`config.mk`:
```
export PLATFORM = sky130hd
export DESIGN_NAME = lpm_ctrl
export DESIGN_NICKNAME = d
export VERILOG_FILES = /design/src/rtl/lpm_pkg.sv /design/src/rtl/lpm_path_decode.sv /design/src/rtl/lpm_settle_timer.sv /design/src/rtl/lpm_mode_encode.sv /design/src/rtl/lpm_ctrl.sv
export SDC_FILE = /design/constraint.sdc
export NUM_CORES = 1
export LEC_CHECK = 0
export BUFFER_PORTS_ARGS = -buffer_cell sky130_fd_sc_hd__buf_2
export CORE_MARGIN = 4
export CORE_UTILIZATION = 30
export DETAILED_ROUTE_END_ITERATION = 10
export PLACE_DENSITY = 0.53
export REMOVE_ABC_BUFFERS = 1
export SYNTH_ARGS = -nofsm -noshare
export SYNTH_HDL_FRONTEND = slang
export SYNTH_HIERARCHICAL = 1
export SYNTH_SLANG_ARGS = --single-unit
```
`constraint.sdc`:
```
create_clock -name clk -period 3 [get_ports clk]
set_clock_uncertainty 0.1 [all_clocks]
set_input_delay 0 -clock clk [delete_from_list [all_inputs] [get_ports clk]]
set_output_delay 0 -clock clk [all_outputs]
set_load 0.01 [all_outputs]
```
`src/rtl/lpm_pkg.sv`:
```
package lpm_pkg;

  localparam int NUM_MODES = 5;

  // Enum value doubles as the bit position in the one-hot mode output.
  typedef enum logic [2:0] {
    MODE_FULL  = 3'd0,
    MODE_MED   = 3'd1,
    MODE_SUB   = 3'd2,
    MODE_SLEEP = 3'd3,
    MODE_WATCH = 3'd4
  } lpm_mode_e;

  localparam logic [1:0] CLK_FULL = 2'b00;
  localparam logic [1:0] CLK_MED  = 2'b01;
  localparam logic [1:0] CLK_LOW  = 2'b10;
  localparam logic [1:0] CLK_OFF  = 2'b11;

  typedef struct packed {
    logic stby;
    logic lowspd;
    logic medspd;
    logic dt_en;
    logic tmr_low;
  } lpm_cfg_t;

  typedef struct packed {
    logic      hit;     // a direct path matches the control bits
    lpm_mode_e halt;    // intermediate or parking mode
    lpm_mode_e target;  // running mode at the end of the path
    logic      settle;  // path needs the settling wait
  } lpm_path_t;

  function automatic logic is_running(input lpm_mode_e m);
    return (m == MODE_FULL) || (m == MODE_MED) || (m == MODE_SUB);
  endfunction

endpackage

```
`src/rtl/lpm_path_decode.sv`:
```
module lpm_path_decode
  import lpm_pkg::*;
(
  input  lpm_mode_e cur,
  input  lpm_cfg_t  cfg,
  output lpm_path_t path
);

  logic in_full, in_med, in_sub, in_active;
  logic p_full_med, p_med_full, p_act_sub, p_sub_full;

  always_comb begin
    in_full   = (cur == MODE_FULL);
    in_med    = (cur == MODE_MED);
    in_sub    = (cur == MODE_SUB);
    in_active = in_full | in_med;

    p_full_med = in_full & ~cfg.stby & ~cfg.lowspd &  cfg.medspd & cfg.dt_en;
    p_med_full = in_med  & ~cfg.stby & ~cfg.lowspd & ~cfg.medspd & cfg.dt_en;
    p_act_sub  = in_active & cfg.stby & cfg.lowspd & cfg.dt_en & cfg.tmr_low;
    p_sub_full = in_sub & cfg.stby & ~cfg.lowspd & ~cfg.medspd & cfg.dt_en & cfg.tmr_low;

    path.hit    = p_full_med | p_med_full | p_act_sub | p_sub_full;
    path.settle = p_sub_full;

    if (p_act_sub) begin
      path.target = MODE_SUB;
    end else if (p_full_med) begin
      path.target = MODE_MED;
    end else begin
      path.target = MODE_FULL;
    end

    if (p_act_sub | p_sub_full) begin
      path.halt = MODE_WATCH;
    end else if (path.hit) begin
      path.halt = MODE_SLEEP;
    end else begin
      path.halt = in_sub ? MODE_WATCH : MODE_SLEEP;
    end
  end

endmodule

```
`src/rtl/lpm_settle_timer.sv`:
```
module lpm_settle_timer #(
  parameter int BASE_LOG2 = 3,
  parameter int SEL_W     = 3
) (
  input  logic             clk,
  input  logic             rst_n,
  input  logic             start,
  input  logic [SEL_W-1:0] sel,
  input  logic             tick,
  output logic             done
);

  localparam int CNT_W = BASE_LOG2 + (1 << SEL_W);

  logic             running_q;
  logic [CNT_W-1:0] cnt_q;
  logic [CNT_W-1:0] limit_q;

  assign done = running_q & tick & (cnt_q == limit_q - CNT_W'(1));

  always_ff @(posedge clk or negedge rst_n) begin
    if (!rst_n) begin
      running_q <= 1'b0;
      cnt_q     <= '0;
      limit_q   <= '0;
    end else if (start) begin
      running_q <= 1'b1;
      cnt_q     <= '0;
      limit_q   <= CNT_W'(1) << (BASE_LOG2 + int'(sel));
    end else if (done) begin
      running_q <= 1'b0;
      cnt_q     <= '0;
    end else if (running_q && tick) begin
      cnt_q <= cnt_q + CNT_W'(1);
    end
  end

endmodule

```
`src/rtl/lpm_mode_encode.sv`:
```
module lpm_mode_encode
  import lpm_pkg::*;
(
  input  lpm_mode_e             mode,
  output logic [NUM_MODES-1:0]  mode_oh,
  output logic [1:0]            clk_sel
);

  for (genvar i = 0; i < NUM_MODES; i++) begin : g_oh
    assign mode_oh[i] = (mode == lpm_mode_e'(i));
  end

  always_comb begin
    unique case (mode)
      MODE_FULL: clk_sel = CLK_FULL;
      MODE_MED:  clk_sel = CLK_MED;
      MODE_SUB:  clk_sel = CLK_LOW;
      default:   clk_sel = CLK_OFF;
    endcase
  end

endmodule

```
`src/rtl/lpm_ctrl.sv`:
```
module lpm_ctrl
  import lpm_pkg::*;
#(
  parameter int SETTLE_BASE_LOG2 = 3,
  parameter int WAIT_SEL_W       = 3
) (
  input  logic                  clk,
  input  logic                  rst_n,
  input  logic                  sleep_req,
  input  logic                  stby_sel,
  input  logic                  lowspd_sel,
  input  logic                  medspd_sel,
  input  logic                  dt_en,
  input  logic                  tmr_lowclk,
  input  logic [WAIT_SEL_W-1:0] wait_sel,
  input  logic                  dt_irq_en,
  input  logic                  irq_mask,
  input  logic                  wake_irq,
  input  logic                  lowclk_tick,
  output logic [4:0]            mode_oh,
  output logic [1:0]            clk_sel,
  output logic                  dt_irq
);

  lpm_mode_e mode_q, home_q, tgt_q;
  logic      transit_q, settle_q, locked_q, dt_irq_q;
  lpm_cfg_t  cfg;
  lpm_path_t path;
  logic      run_now, accept, direct_ok, timer_start, settle_done;
  logic      arrive, wake_ok;

  assign cfg = '{stby: stby_sel, lowspd: lowspd_sel, medspd: medspd_sel,
                 dt_en: dt_en, tmr_low: tmr_lowclk};

  lpm_path_decode u_decode (
    .cur  (mode_q),
    .cfg  (cfg),
    .path (path)
  );

  always_comb begin
    run_now     = is_running(mode_q);
    accept      = run_now & sleep_req;
    direct_ok   = path.hit & dt_irq_en & ~irq_mask;
    timer_start = accept & direct_ok & path.settle;
    arrive      = ~run_now & transit_q & (~settle_q | settle_done);
    wake_ok     = ~run_now & ~transit_q & ~locked_q & wake_irq & ~irq_mask;
  end

  lpm_settle_timer #(
    .BASE_LOG2 (SETTLE_BASE_LOG2),
    .SEL_W     (WAIT_SEL_W)
  ) u_settle (
    .clk   (clk),
    .rst_n (rst_n),
    .start (timer_start),
    .sel   (wait_sel),
    .tick  (lowclk_tick),
    .done  (settle_done)
  );

  always_ff @(posedge clk or negedge rst_n) begin
    if (!rst_n) begin
      mode_q    <= MODE_FULL;
      home_q    <= MODE_FULL;
      tgt_q     <= MODE_FULL;
      transit_q <= 1'b0;
      settle_q  <= 1'b0;
      locked_q  <= 1'b0;
      dt_irq_q  <= 1'b0;
    end else begin
      dt_irq_q <= 1'b0;
      if (accept) begin
        mode_q    <= path.halt;
        home_q    <= mode_q;
        tgt_q     <= path.target;
        transit_q <= direct_ok;
        settle_q  <= direct_ok & path.settle;
        locked_q  <= path.hit & irq_mask;
      end else if (arrive) begin
        mode_q    <= tgt_q;
        transit_q <= 1'b0;
        settle_q  <= 1'b0;
        dt_irq_q  <= 1'b1;
      end else if (wake_ok) begin
        mode_q <= home_q;
      end
    end
  end

  lpm_mode_encode u_encode (
    .mode    (mode_q),
    .mode_oh (mode_oh),
    .clk_sel (clk_sel)
  );

  assign dt_irq = dt_irq_q;

endmodule

```
[Word-level counts from Yosys, hierarchy flattened]
Cells that the tools add are included.
Storage, ports and cells
  output and inout port bits: 8
  register bits after elaboration: 36
  input bits: 15
  logic and storage cells: 92
Operators by class
  bitwise gates (word level): 46
  muxes and demuxes: 19
  shift operators: 1
  add/subtract/negate cells: 3
  reductions and logical operators: 8
  equal/unequal tests: 5
Operator list (number)
  2-to-1 mux 11 bit: 3
  bitwise AND 1 bit: 32
  left shift 1 x 32 -> 11 bit, first input constant: 1
  2-to-1 mux 3 bit: 7
  adder 11 x 1 -> 11 bit, second input constant: 1
  equality test 11 bit: 1
  subtractor 11 x 1 -> 11 bit, second input constant: 1
  2-to-1 mux 1 bit: 8
  NOT 1 bit: 8
  equality test 3 x 2 -> 1 bit, second input constant: 2
  OR 1 bit: 6
  case mux 2 bit (3 select lines): 1
  nonzero test 3 bit: 2
  adder 2 x 3 -> 4 bit, first input constant: 1
  nonzero test 2 bit: 2
  equality test 3 x 1 -> 1 bit, second input constant: 1
  equality test 3 bit, second input constant: 1
  logical NOT 3 bit: 1
  logical OR 1 bit: 2
  logical AND 1 bit: 1

[Depth between registers and ports, before layout]
Gate-level depths: netlist of run 1.
  word-level depth: 13
  mapped depth: 12
  gate-level depth less buffers: 10

[Modules after synthesis]
The synthesis of run 1 kept the hierarchy.
By module, submodules not included
  lpm_settle_timer: cells each 146, area each 1430.1 µm², times used 1, seq. area each 575.6 µm²
  lpm_ctrl: cells each 59, area each 668.1 µm², times used 1, seq. area each 325.3 µm²
  lpm_path_decode: cells each 19, area each 137.6 µm², times used 1, seq. area each 0.0 µm²
  lpm_mode_encode: cells each 7, area each 50.0 µm², times used 1, seq. area each 0.0 µm²

[Worst setup path after synthesis of run 1]
OpenSTA, ideal clock, no wires.
  path type: reg-to-reg
  from: register u_settle.limit_q[2]
  to: register mode_q[0]
  cell stages (with the launch flop): 11
  setup slack: 113 ps
  library setup time: 124 ps
  data required time: 2776 ps
  buffers on the path: 2
  clock period less this slack: 2887 ps
  arrival time: 2663 ps
  path through: dfrtp_1 -> or4_1 -> or3_1 -> a211oi_1 -> and4b_2 -> buf_6 -> and3_1 -> nand2b_1 -> clkbuf_1 -> a211oi_1 -> o31a_1
On the way
  cells in the longest elaborated chain, start to end: 7
  elaborated cells between the ends (all ways): 8
  those cells by class: 1 x add/sub; 1 x eq/ne; 2 x mux; 3 x bitwise; 1 x reduce/logical
RTL lines
  start, declared: line lpm_settle_timer.sv:17  | logic [CNT_W-1:0] limit_q;
  start signal, assigned: line lpm_settle_timer.sv:29  | limit_q <= CNT_W'(1) << (BASE_LOG2 + int'(sel));
  subtractor 11 x 1 -> 11 bit (*): line lpm_settle_timer.sv:19  | assign done = running_q & tick & (cnt_q == limit_q - CNT_W'(1));
  equality test 11 bit (*): line lpm_settle_timer.sv:19
  bitwise AND 1 bit (*): line lpm_settle_timer.sv:19
  via settle_done: line lpm_ctrl.sv:29  | logic run_now, accept, direct_ok, timer_start, settle_done;
  OR 1 bit (*): line lpm_ctrl.sv:46  | arrive = ~run_now & transit_q & (~settle_q | settle_done);
  bitwise AND 1 bit (*): line lpm_ctrl.sv:46
  2-to-1 mux 3 bit: line lpm_ctrl.sv:80  | end else if (arrive) begin
  2-to-1 mux 3 bit: line lpm_ctrl.sv:73  | if (accept) begin
  end signal, assigned: line lpm_ctrl.sv:74  | mode_q <= path.halt;
  end signal, assigned: line lpm_ctrl.sv:81  | mode_q <= tgt_q;
  end signal, assigned: line lpm_ctrl.sv:86  | mode_q <= home_q;
  end, declared: line lpm_ctrl.sv:25  | lpm_mode_e mode_q, home_q, tgt_q;
Mark *: on every way through the listed nets, which the timed path passes. The rest lies on a longest branch.
A chain may end at the register's enable or synchronous reset.

[Worst setup path in the final report of run 1]
  from: register u_settle.limit_q[2]
  to: register mode_q[1]
Same word-level chain as after synthesis.

==> metrics.cfg, run 1 <==
[timing]
timing.hold.ws_ps=35.53
finalSetupTns_ps=0
finalHoldViolations=0
final_max_slew_viol_count=0
timing.final.crit_period_ps=2810
tightest_slew_ps=818.9
fin_crit_sh_pct=93.66
rsz0062_at_grt=false
setup_viol=0
worst_slack_ps=190.3
clock.fmax_mhz=355.9
maxSlewHeadroom_pct=45.41

[detailed_routing]
totalWireLength_um=5341
routed_via_density=5.171
drt_pass1_iterations=4
drc_errors=0
wl_per_cell_um=14.47
drtIter0Drc=48
vias=1908
ant_nets=0

[die]
rows=31
dieWidth_um=95.29
io_pins=23
die_area_um2=9080
die-height_um=95.29
coreArea_um2=7331
start_util_pct=31.18

[worst_setup_path]
crit_type=flip-flop to flip-flop
ff2ff_path_depth=8
r2r-end=mode_q[1]
critPathCaptureType=flip-flop
regToRegStartpoint=u_settle/limit_q[2]
endpoint=mode_q[1]
crit_arrival_ps=2880
rrSetupSlack_ps=190
critPathMaxFanout=8
cp-startpoint=u_settle/limit_q[2]
start_kind=flip-flop
critPathRequiredTime_ps=3070

[grt]
grt_pass1_wl_um=9225
top_usage_layer=met2
grt_use_met3_pct=2.605
grt-ovfl-total=0
grt_max_degree=37
met2_usage_pct=21.92
grt_antenna_before_repair=0
grt_pass1_vias=1868
grt_use_met1_pct=17.23
grt_usage_pct=13.18

[logic_synthesis]
yosysUniqueCellTypes=59
netlist_area_um2=2286
synth_top_family_by_area=simple AND/OR/NAND/NOR gates
ys_seq_elements=36
synthCells=231
async_flop_share_pct=100.0
synthMuxAreaShare_pct=3.777
synth_simple_gate_area_share_pct=23.15
synth_compound_area_share_pct=18.83
avgSynthCellArea_um2=9.896
synth-xor-area-share_pct=7.663
synthFlopType=dfrtp_1
synth_edf_count=0
synth_adder_area_share_pct=1.095
yosys_warnings=6
yosysSeqAreaShare_pct=39.41

[outcome]
status=finished clean

[final_layout]
num_antenna_cells=0
area_growth_pct=21.68
final_layout_size_suffix_gt1_share_pct=23.70
fin_area_um2=2781
nets=286

[flow_run]
cap_violations=0

[min_path]
hold_depth=3
min-delay-start=dt_irq_en
min_path_type=primary input to flip-flop

[place]
dp_slack_ps=126.9
hpwlAfterDp_um=3919
gp_congestion=0.7730
port_buffers=22
placed_area_um2=2527

[power]
peakVddDrop_mv=0.2891
p_int_uw=1043
comb_power_share_pct=29.1
power_uw=1499
power_frac_clock_pct=31.5
power_leakage_uw=0.001231
power-per-cell-area_nw_per_um2=539.0
p_sw_share_pct=30.43
p_switching_uw=456.1
power_frac_seq_pct=39.4

[clocking]
cts_tree=done
cts_htree_levels=2
clock-sinks=36
cts_buffers=5
clk_pin_slew_ps=80
root_buffer=clkbuf_8
clock_latency_ps=290
cts.path.max_buffers=2

==> critical path, stage by stage (launching register included) <==
cell      delay [ps]
dfrtp_1          460
or4_4            590
nor4_1           280
a211oi_1          60
and4b_2          220
and3_1           200
nand2b_2         250
a32o_2           290
o31a_1           230
==> sequential cells by signal (all words and copies together), names as in the netlist <==
register,flops
transit_q,1
mode_q,3
tgt_q,3
home_q,3
settle_q,1
dt_irq,1
u_settle/cnt_q,11
u_settle/limit_q,11
u_settle/running_q,1
locked_q,1
==> timing repair <==
item,4_1_cts,5_1_grt
resized for setup,0,7
endpoints found under the hold margin,47,0
hold buffers,10,0
setup buffers,0,1
setup endpoints to repair,0,6
==> metal layers <==
metal	routed length (µm)	part of all wire (%)
met1	2437	46
met2	2681	50
met3	156	2.9
met4	65	1.2
met5	0	0
==> placed cells by master (no fill, tap or decap), types with 3 or more instances in the layout <==
cell and instances:
a211oi_1 3, xnor2_1 13, nor3_1 7, nand3_1 5, o21ai_0 5, nand2_1 12
inv_1 12, buf_4 13, nor2_1 9, and3_1 6, clkbuf_8 7, a31oi_1 3
nand2b_1 6, a311oi_1 11, dlygate4sd3_1 10, a21oi_1 4, mux2i_1 3, o2bb2ai_1 6
xor2_1 7, nand4_1 4, nor3b_1 5, buf_2 22, and2_1 4, dfrtp_1 34
mux2_2 5
==> metrics by stage <==
| stage | std cells | util, % |
|---|---|---|
| 2_1_floorplan | 216 | - |
| 3_3_place_gp | 350 | 34.48 |
| 3_5_place_dp | 350 | 34.48 |
| 4_1_cts | 368 | 37.57 |
| 5_1_grt | 369 | 37.94 |
| 6_report | 369 | 37.94 |
==> power groups by stage <==
stage,Clock (µW),Combinational (µW),Sequential [µW]
after floorplan,0,259,597
after global placement,0,428,597
after detailed placement,0,432,597
after CTS,492,441,587
after global routing,514,485,598
final,473,436,590
==> worst min-delay path by stage <==
stage | end | slack, ps
2_1_floorplan | dt_irq | -400
3_3_place_gp | u_settle/limit_q[3] | 50
3_5_place_dp | u_settle/limit_q[3] | 60
4_1_cts | transit_q | 30
5_1_grt | transit_q | 50
6_report | transit_q | 40
==> logic make-up (layout without fill, tap and decap cells) <==
family,Yosys count,after routing
and+or+nand+nor,83,83
AOI/OAI and AO/OA,54,54
DFF,36,36
buffers and inverters,27,66
xor gates and xnor gates,20,20
muxes,8,8
adders and majority gates,2,2
other,1,1
==> cell usage after synthesis, drive strengths merged, types with 3 or more instances <==
| master | n | area share (%) |
|---|---|---|
| nand2 | 12 | 2.0 |
| nor2 | 9 | 1.5 |
| nand2b | 7 | 1.9 |
| xnor2 | 13 | 5.0 |
| buf | 9 | 3.0 |
| nor4b | 3 | 1.8 |
| nand4 | 4 | 1.1 |
| and3b | 3 | 1.2 |
| xor2 | 7 | 2.7 |
| a311oi | 11 | 4.2 |
| a211oi | 3 | 0.99 |
| dfrtp | 36 | 39 |
| o2bb2ai | 6 | 2.3 |
| or4 | 3 | 1.1 |
| mux2 | 5 | 2.5 |
| a21oi | 4 | 0.88 |
| nand3 | 5 | 1.1 |
| nor3 | 7 | 1.5 |
| inv | 12 | 2.0 |
| and2 | 5 | 1.4 |
| o21ai | 6 | 1.3 |
| and3 | 6 | 1.6 |
| mux2i | 3 | 1.3 |
| nor3b | 5 | 1.6 |
| clkbuf | 6 | 0.99 |
| a31oi | 3 | 0.82 |
==> final cells by class <==
cell class                 count  area [µm²]
tap                           99       123.9
multi-input combinational    168        1264
clock inverter                 1       30.03
fill                         754        4549
clock buffer                   7       96.34
inverter                      12       45.04
sequential                    36       903.4
timing repair buffer          46       319.1
(Power assumes the default switching activity.)
==> run 2, diff against run 1 <==
CORE_UTILIZATION = 45   (was 30)
PLACE_DENSITY = 0.71   (was 0.53)
SLEW_MARGIN = 20   (was not set)
==> run 2 against run 1 <==
  * Sequential power barely moved
  * Global-route usage rose by 4.3 points
  * Cell area fell by 4.4%
  * Sequential share of layout area rose by 1.5 points
  * Worst hold slack got worse by 7.7 ps
  * Critical endpoint is now mode_q[0]
==> metrics.cfg, run 2 (synthesized netlist as in run 1, its figures left out) <==
[detailed_routing]
drc_errors=0  ; unchanged
wl_per_cell_um=15.79  ; was 14.47 µm
drt_pass1_iterations=4  ; unchanged
drtIter0Drc=154  ; was 48
ant_nets=0  ; unchanged
vias=1899  ; was 1908
routed_via_density=5.720  ; was 5.171
totalWireLength_um=5242  ; was 5341 µm

[worst_setup_path]
critPathCaptureType=flip-flop  ; unchanged
critPathMaxFanout=9  ; was 8
crit_arrival_ps=2890  ; was 2880 ps
start_kind=flip-flop  ; unchanged
crit_type=flip-flop to flip-flop  ; unchanged
critPathRequiredTime_ps=3070  ; about the same

[power]
power_uw=1377  ; was 1499 µW
power_leakage_uw=0.001186  ; was 0.001231 µW
peakVddDrop_mv=0.3006  ; was 0.2891 mV
power-per-cell-area_nw_per_um2=517.8  ; was 539.0 nW/µm²

[outcome]
status=finished clean  ; unchanged

[timing]
clock.fmax_mhz=354.6  ; was 355.9 MHz
tightest_slew_ps=805.7  ; was 818.9 ps
finalHoldViolations=0  ; unchanged
rsz0062_at_grt=true  ; was false
worst_slack_ps=179.9  ; was 190.3 ps
finalSetupTns_ps=0  ; unchanged
fin_crit_sh_pct=94.00  ; was 93.66%
final_max_slew_viol_count=0  ; unchanged
setup_viol=0  ; unchanged
timing.final.crit_period_ps=2820  ; was 2810 ps
maxSlewHeadroom_pct=46.29  ; was 45.41%

[final_layout]
most-common-layout-cells=35 x dfrtp_1, 23 x buf_2, 13 x xnor2_1  ; was 34 x dfrtp_1, 22 x buf_2, 13 x buf_4, 13 x xnor2_1
seqCellArea_um2=902.1  ; was 903.4 µm²
area_growth_pct=16.31  ; was 21.68%
fillers=444  ; was 754
top_regs=u_settle/cnt_q (11), u_settle/limit_q (11)  ; unchanged
final_layout_size_suffix_gt1_share_pct=23.02  ; was 23.70%
final_common_cell=dfrtp_1  ; unchanged
instances_no_fill=332  ; was 369
num_antenna_cells=0  ; unchanged
fin_area_um2=2659  ; was 2781 µm²
multi_input_area_um2=1261  ; was 1264 µm²
nets=281  ; was 286

[clocking]
cts_buffers=5  ; unchanged
root_buffer=clkbuf_8  ; unchanged
cts_htree_levels=2  ; unchanged
clk_pin_slew_ps=80  ; about the same
cts.path.max_buffers=2  ; unchanged
cts_tree=done  ; unchanged
postCtsSetupRepairBufs=0  ; unchanged
clock-sinks=36  ; unchanged
clock_latency_ps=290  ; about the same

[die]
die_area_um2=6285  ; was 9080 µm²
coreArea_um2=4817  ; was 7331 µm²
rows=25  ; was 31
start_util_pct=47.45  ; was 31.18%
dieWidth_um=79.28  ; was 95.29 µm
die-height_um=79.28  ; was 95.29 µm
io_pins=23  ; unchanged

[flow_run]
cap_violations=0  ; unchanged

[grt]
grt_max_degree=37  ; unchanged
grt_antenna_before_repair=0  ; unchanged
grt-ovfl-total=0  ; unchanged
grt_usage_pct=17.49  ; was 13.18%
grt_pass1_wl_um=8714  ; was 9225 µm
grt_pass1_vias=1854  ; was 1868

[place]
hpwlAfterDp_um=3690  ; was 3919 µm
dp_slack_ps=122.5  ; was 126.9 ps
dp.cells=315  ; was 350
gp_congestion=0.9386  ; was 0.7730
placed_area_um2=2465  ; was 2527 µm²
port_buffers=22  ; unchanged

[min_path]
min_path_type=primary input to flip-flop  ; unchanged

run 2: changes by cell type in the layout (fill, tap and decap cells not counted), sizes merged:
cell         change
buf              -3
clkinv           +2
dlygate4sd3      -2
bufinv           -1
clkbuf           -1
run 2: path summary, 6_finish.rpt:
kind | from | endpoint | slack [ps] | cells after the start
max in group asynchronous | rst_n | mode_q[0] | 2000 | 2
hold reg to reg | home_q[1] | home_q[1] | 420 | 1
setup / recovery | u_settle/limit_q[2] | mode_q[0] | 180 | 8
setup reg to reg | u_settle/limit_q[2] | mode_q[0] | 180 | 8
hold / removal | dt_irq_en | transit_q | 30 | 3
min in group asynchronous | rst_n | u_settle/limit_q[10] | 240 | 2
run 2: critical path: stages (launching register included):
cell and delay (ps):
dfrtp_1 480, or4_4 600, nor4_1 270, a211oi_1 70, and4b_2 220, and3_1 190, nand2b_2 240, a32o_2 290
o31a_1 240
run 2: routing by layer:
metal / GRT usage [%] / vias up / routed length (µm) / part of all wire, %
li1: - / 923 / - / -
met1: 23.23 / 927 / 2456 / 47
met2: 28.54 / 43 / 2577 / 49
met3: 3.515 / 6 / 157 / 3.0
met4: 5.670 / 0 / 51 / 0.97
met5: 0 / - / 0 / 0
run 2: power breakdown:
part | switching [µW] | internal, µW | leakage (µW)
registers | 54.0 | 534 | 0.000456
clock network | 172 | 183 | 0.0000510
logic | 219 | 216 | 0.000679
run 2: stage by stage:
| step | util, % | hold slack (ps) |
|---|---|---|
| floorplan | - | -395.6 |
| global placement | 51.17 | 37.22 |
| detailed placement | 51.17 | 45.99 |
| CTS | 54.75 | 10.89 |
| global route | 55.19 | 43.47 |
| finish | 55.19 | 27.87 |
run 2: cell type report:
cell class                      count  share of cell area, %
Inverter                           12                  1.694
Tap cell                           67                  3.153
Multi-Input combinational cell    168                  47.44
Clock buffer                        6                  3.106
Clock inverter                      2                 0.3765
Timing Repair Buffer               41                  10.31
Sequential cell                    36                  33.93
run 2: repair_timing:
item	in CTS	in global routing
hold buffers	8	0
resized for setup	0	5
endpoints found under the hold margin	46	0
setup endpoints to repair	0	4
==> run 3, diff against run 2 <==
SETUP_SLACK_MARGIN = 0.2   (was not set)
==> run 3 against run 2 <==
  * Fmax up 4.0%
  * Sequential power down 0.9%
  * Largest power group unchanged
  * Cell area up 1.2%
  * Highest routed layer unchanged
  * Final cell count up 0.90%
  * Combinational power about the same
  * Via count up 1.0%
  * Non-clock buffer count up 3
==> metrics.cfg, run 3 (synthesized netlist as in run 1, its figures left out) <==
[grt]
grt_antenna_before_repair=0  ; unchanged
grt_usage_pct=17.58  ; was 17.49%
grt_pass1_vias=1870  ; was 1854
grt_max_degree=37  ; unchanged
grt-ovfl-total=0  ; unchanged
grt_pass1_wl_um=8763  ; was 8714 µm

[timing]
finalHoldViolations=0  ; unchanged
final_max_slew_viol_count=0  ; unchanged
fin_crit_sh_pct=90.40  ; was 94.00%
rsz0062_at_grt=false  ; was true
tightest_slew_ps=807.6  ; was 805.7 ps
clock.fmax_mhz=368.7  ; was 354.6 MHz
setup_viol=0  ; unchanged
maxSlewHeadroom_pct=46.16  ; was 46.29%
timing.hold.ws_ps=19.01  ; was 27.87 ps
timing.final.crit_period_ps=2712  ; was 2820 ps
finalSetupTns_ps=0  ; unchanged

[worst_setup_path]
start_kind=flip-flop  ; unchanged
critPathCaptureType=flip-flop  ; unchanged
critPathRequiredTime_ps=3080  ; was 3070 ps
crit_arrival_ps=2790  ; was 2890 ps
critPathMaxFanout=8  ; was 9
crit_type=flip-flop to flip-flop  ; unchanged

[clocking]
cts.path.max_buffers=2  ; unchanged
clk_pin_slew_ps=80  ; about the same
cts_htree_levels=2  ; unchanged
root_buffer=clkbuf_8  ; unchanged
clock_latency_ps=290  ; about the same
cts_tree=done  ; unchanged
cts_buffers=5  ; unchanged
clock-sinks=36  ; unchanged

[detailed_routing]
ant_nets=0  ; unchanged
vias=1918  ; was 1899
routed_via_density=5.725  ; was 5.720
wl_per_cell_um=15.69  ; was 15.79 µm
totalWireLength_um=5257  ; was 5242 µm
drc_errors=0  ; unchanged
drt_pass1_iterations=4  ; unchanged
drtIter0Drc=139  ; was 154

[die]
dieWidth_um=79.28  ; unchanged
die_area_um2=6285  ; unchanged
coreArea_um2=4817  ; unchanged
start_util_pct=47.45  ; unchanged
rows=25  ; unchanged
die-height_um=79.28  ; unchanged
io_pins=23  ; unchanged

[final_layout]
final_layout_size_suffix_gt1_share_pct=25.37  ; was 23.02%
area_growth_pct=17.68  ; was 16.31%
fillers=446  ; was 444
fin_area_um2=2690  ; was 2659 µm²
nets=284  ; was 281
most-common-layout-cells=33 x dfrtp_1, 22 x buf_2, 15 x buf_4  ; was 35 x dfrtp_1, 23 x buf_2, 13 x xnor2_1
utilization_pct=55.84  ; was 55.19%
final_common_cell=dfrtp_1  ; unchanged
top_regs=u_settle/cnt_q (11), u_settle/limit_q (11)  ; unchanged
num_antenna_cells=0  ; unchanged

[place]
hpwlAfterDp_um=3690  ; unchanged
gp_congestion=0.9386  ; unchanged
placed_area_um2=2465  ; unchanged
port_buffers=22  ; unchanged

[power]
power_leakage_uw=0.001199  ; was 0.001186 µW
peakVddDrop_mv=0.3007  ; was 0.3006 mV
power-per-cell-area_nw_per_um2=510.4  ; was 517.8 nW/µm²

[flow_run]
cap_violations=0  ; unchanged

[outcome]
status=finished clean  ; unchanged

[min_path]
min_path_type=primary input to flip-flop  ; unchanged

-- run 3: final timing paths --
kind,from,endpoint,slack (ps),cells past startpoint
setup / recovery,u_settle/limit_q[3],mode_q[0],290,8
hold / removal,lowspd_sel,settle_q,20,4
setup reg to reg,u_settle/limit_q[3],mode_q[0],290,8
hold reg to reg,home_q[1],home_q[1],420,1
max in group asynchronous,rst_n,u_settle/limit_q[0],2000,2
min in group asynchronous,rst_n,u_settle/limit_q[10],240,2
-- run 3: repair_timing --
| action | 4_1_cts | 5_1_grt |
|---|---|---|
| pin swaps | 0 | 0 |
| buffers inserted | 3 | 2 |
| hold buffers | 7 | 0 |
| endpoints found under the hold margin | 46 | 0 |
| gates resized for setup | 3 | 5 |
| setup endpoints to repair | 3 | 4 |
-- run 3: cell type report --
type	count	area (µm²)	share of cell area, %
Inverter	12	45.04	1.674
Clock buffer	6	82.58	3.070
Clock inverter	2	10.01	0.3721
Sequential cell	36	904.6	33.63
Timing Repair Buffer	44	292.8	10.88
Tap cell	67	83.83	3.116
Multi-Input combinational cell	168	1271	47.26
-- run 3: per-layer routing --
layer | vias up | wire length, µm | GRT usage (%)
li1 | 928 | - | -
met3 | 8 | 163 | 3.515
met1 | 944 | 2403 | 23.15
met2 | 38 | 2619 | 28.96
met5 | - | 0 | 0
met4 | 0 | 70 | 5.670
-- run 3: power breakdown --
| part | internal [µW] | leakage [µW] | switching (µW) |
|---|---|---|---|
| combinational | 214 | 0.000693 | 218 |
| sequential | 532 | 0.000455 | 51.0 |
| clock | 183 | 0.0000510 | 174 |
-- run 3: worst max-delay path, cell delays in order, from the launching register on --
cell and delay [ps]:
dfrtp_2 470, or4_4 570, nor4_2 300, a211oi_2 50, and4b_2 220, and3_1 190
nand2b_4 180, a32o_2 270, o31a_1 240
-- run 3: per-stage QoR --
step                instances  power, µW  setup slack, ps
finish                    335       1373            287.9
global route              335       1465            194.9
CTS                       333       1394            213.2
detailed placement        315       1025            122.5
global placement          315       1020            205.9
floorplan                 216      856.7            232.0
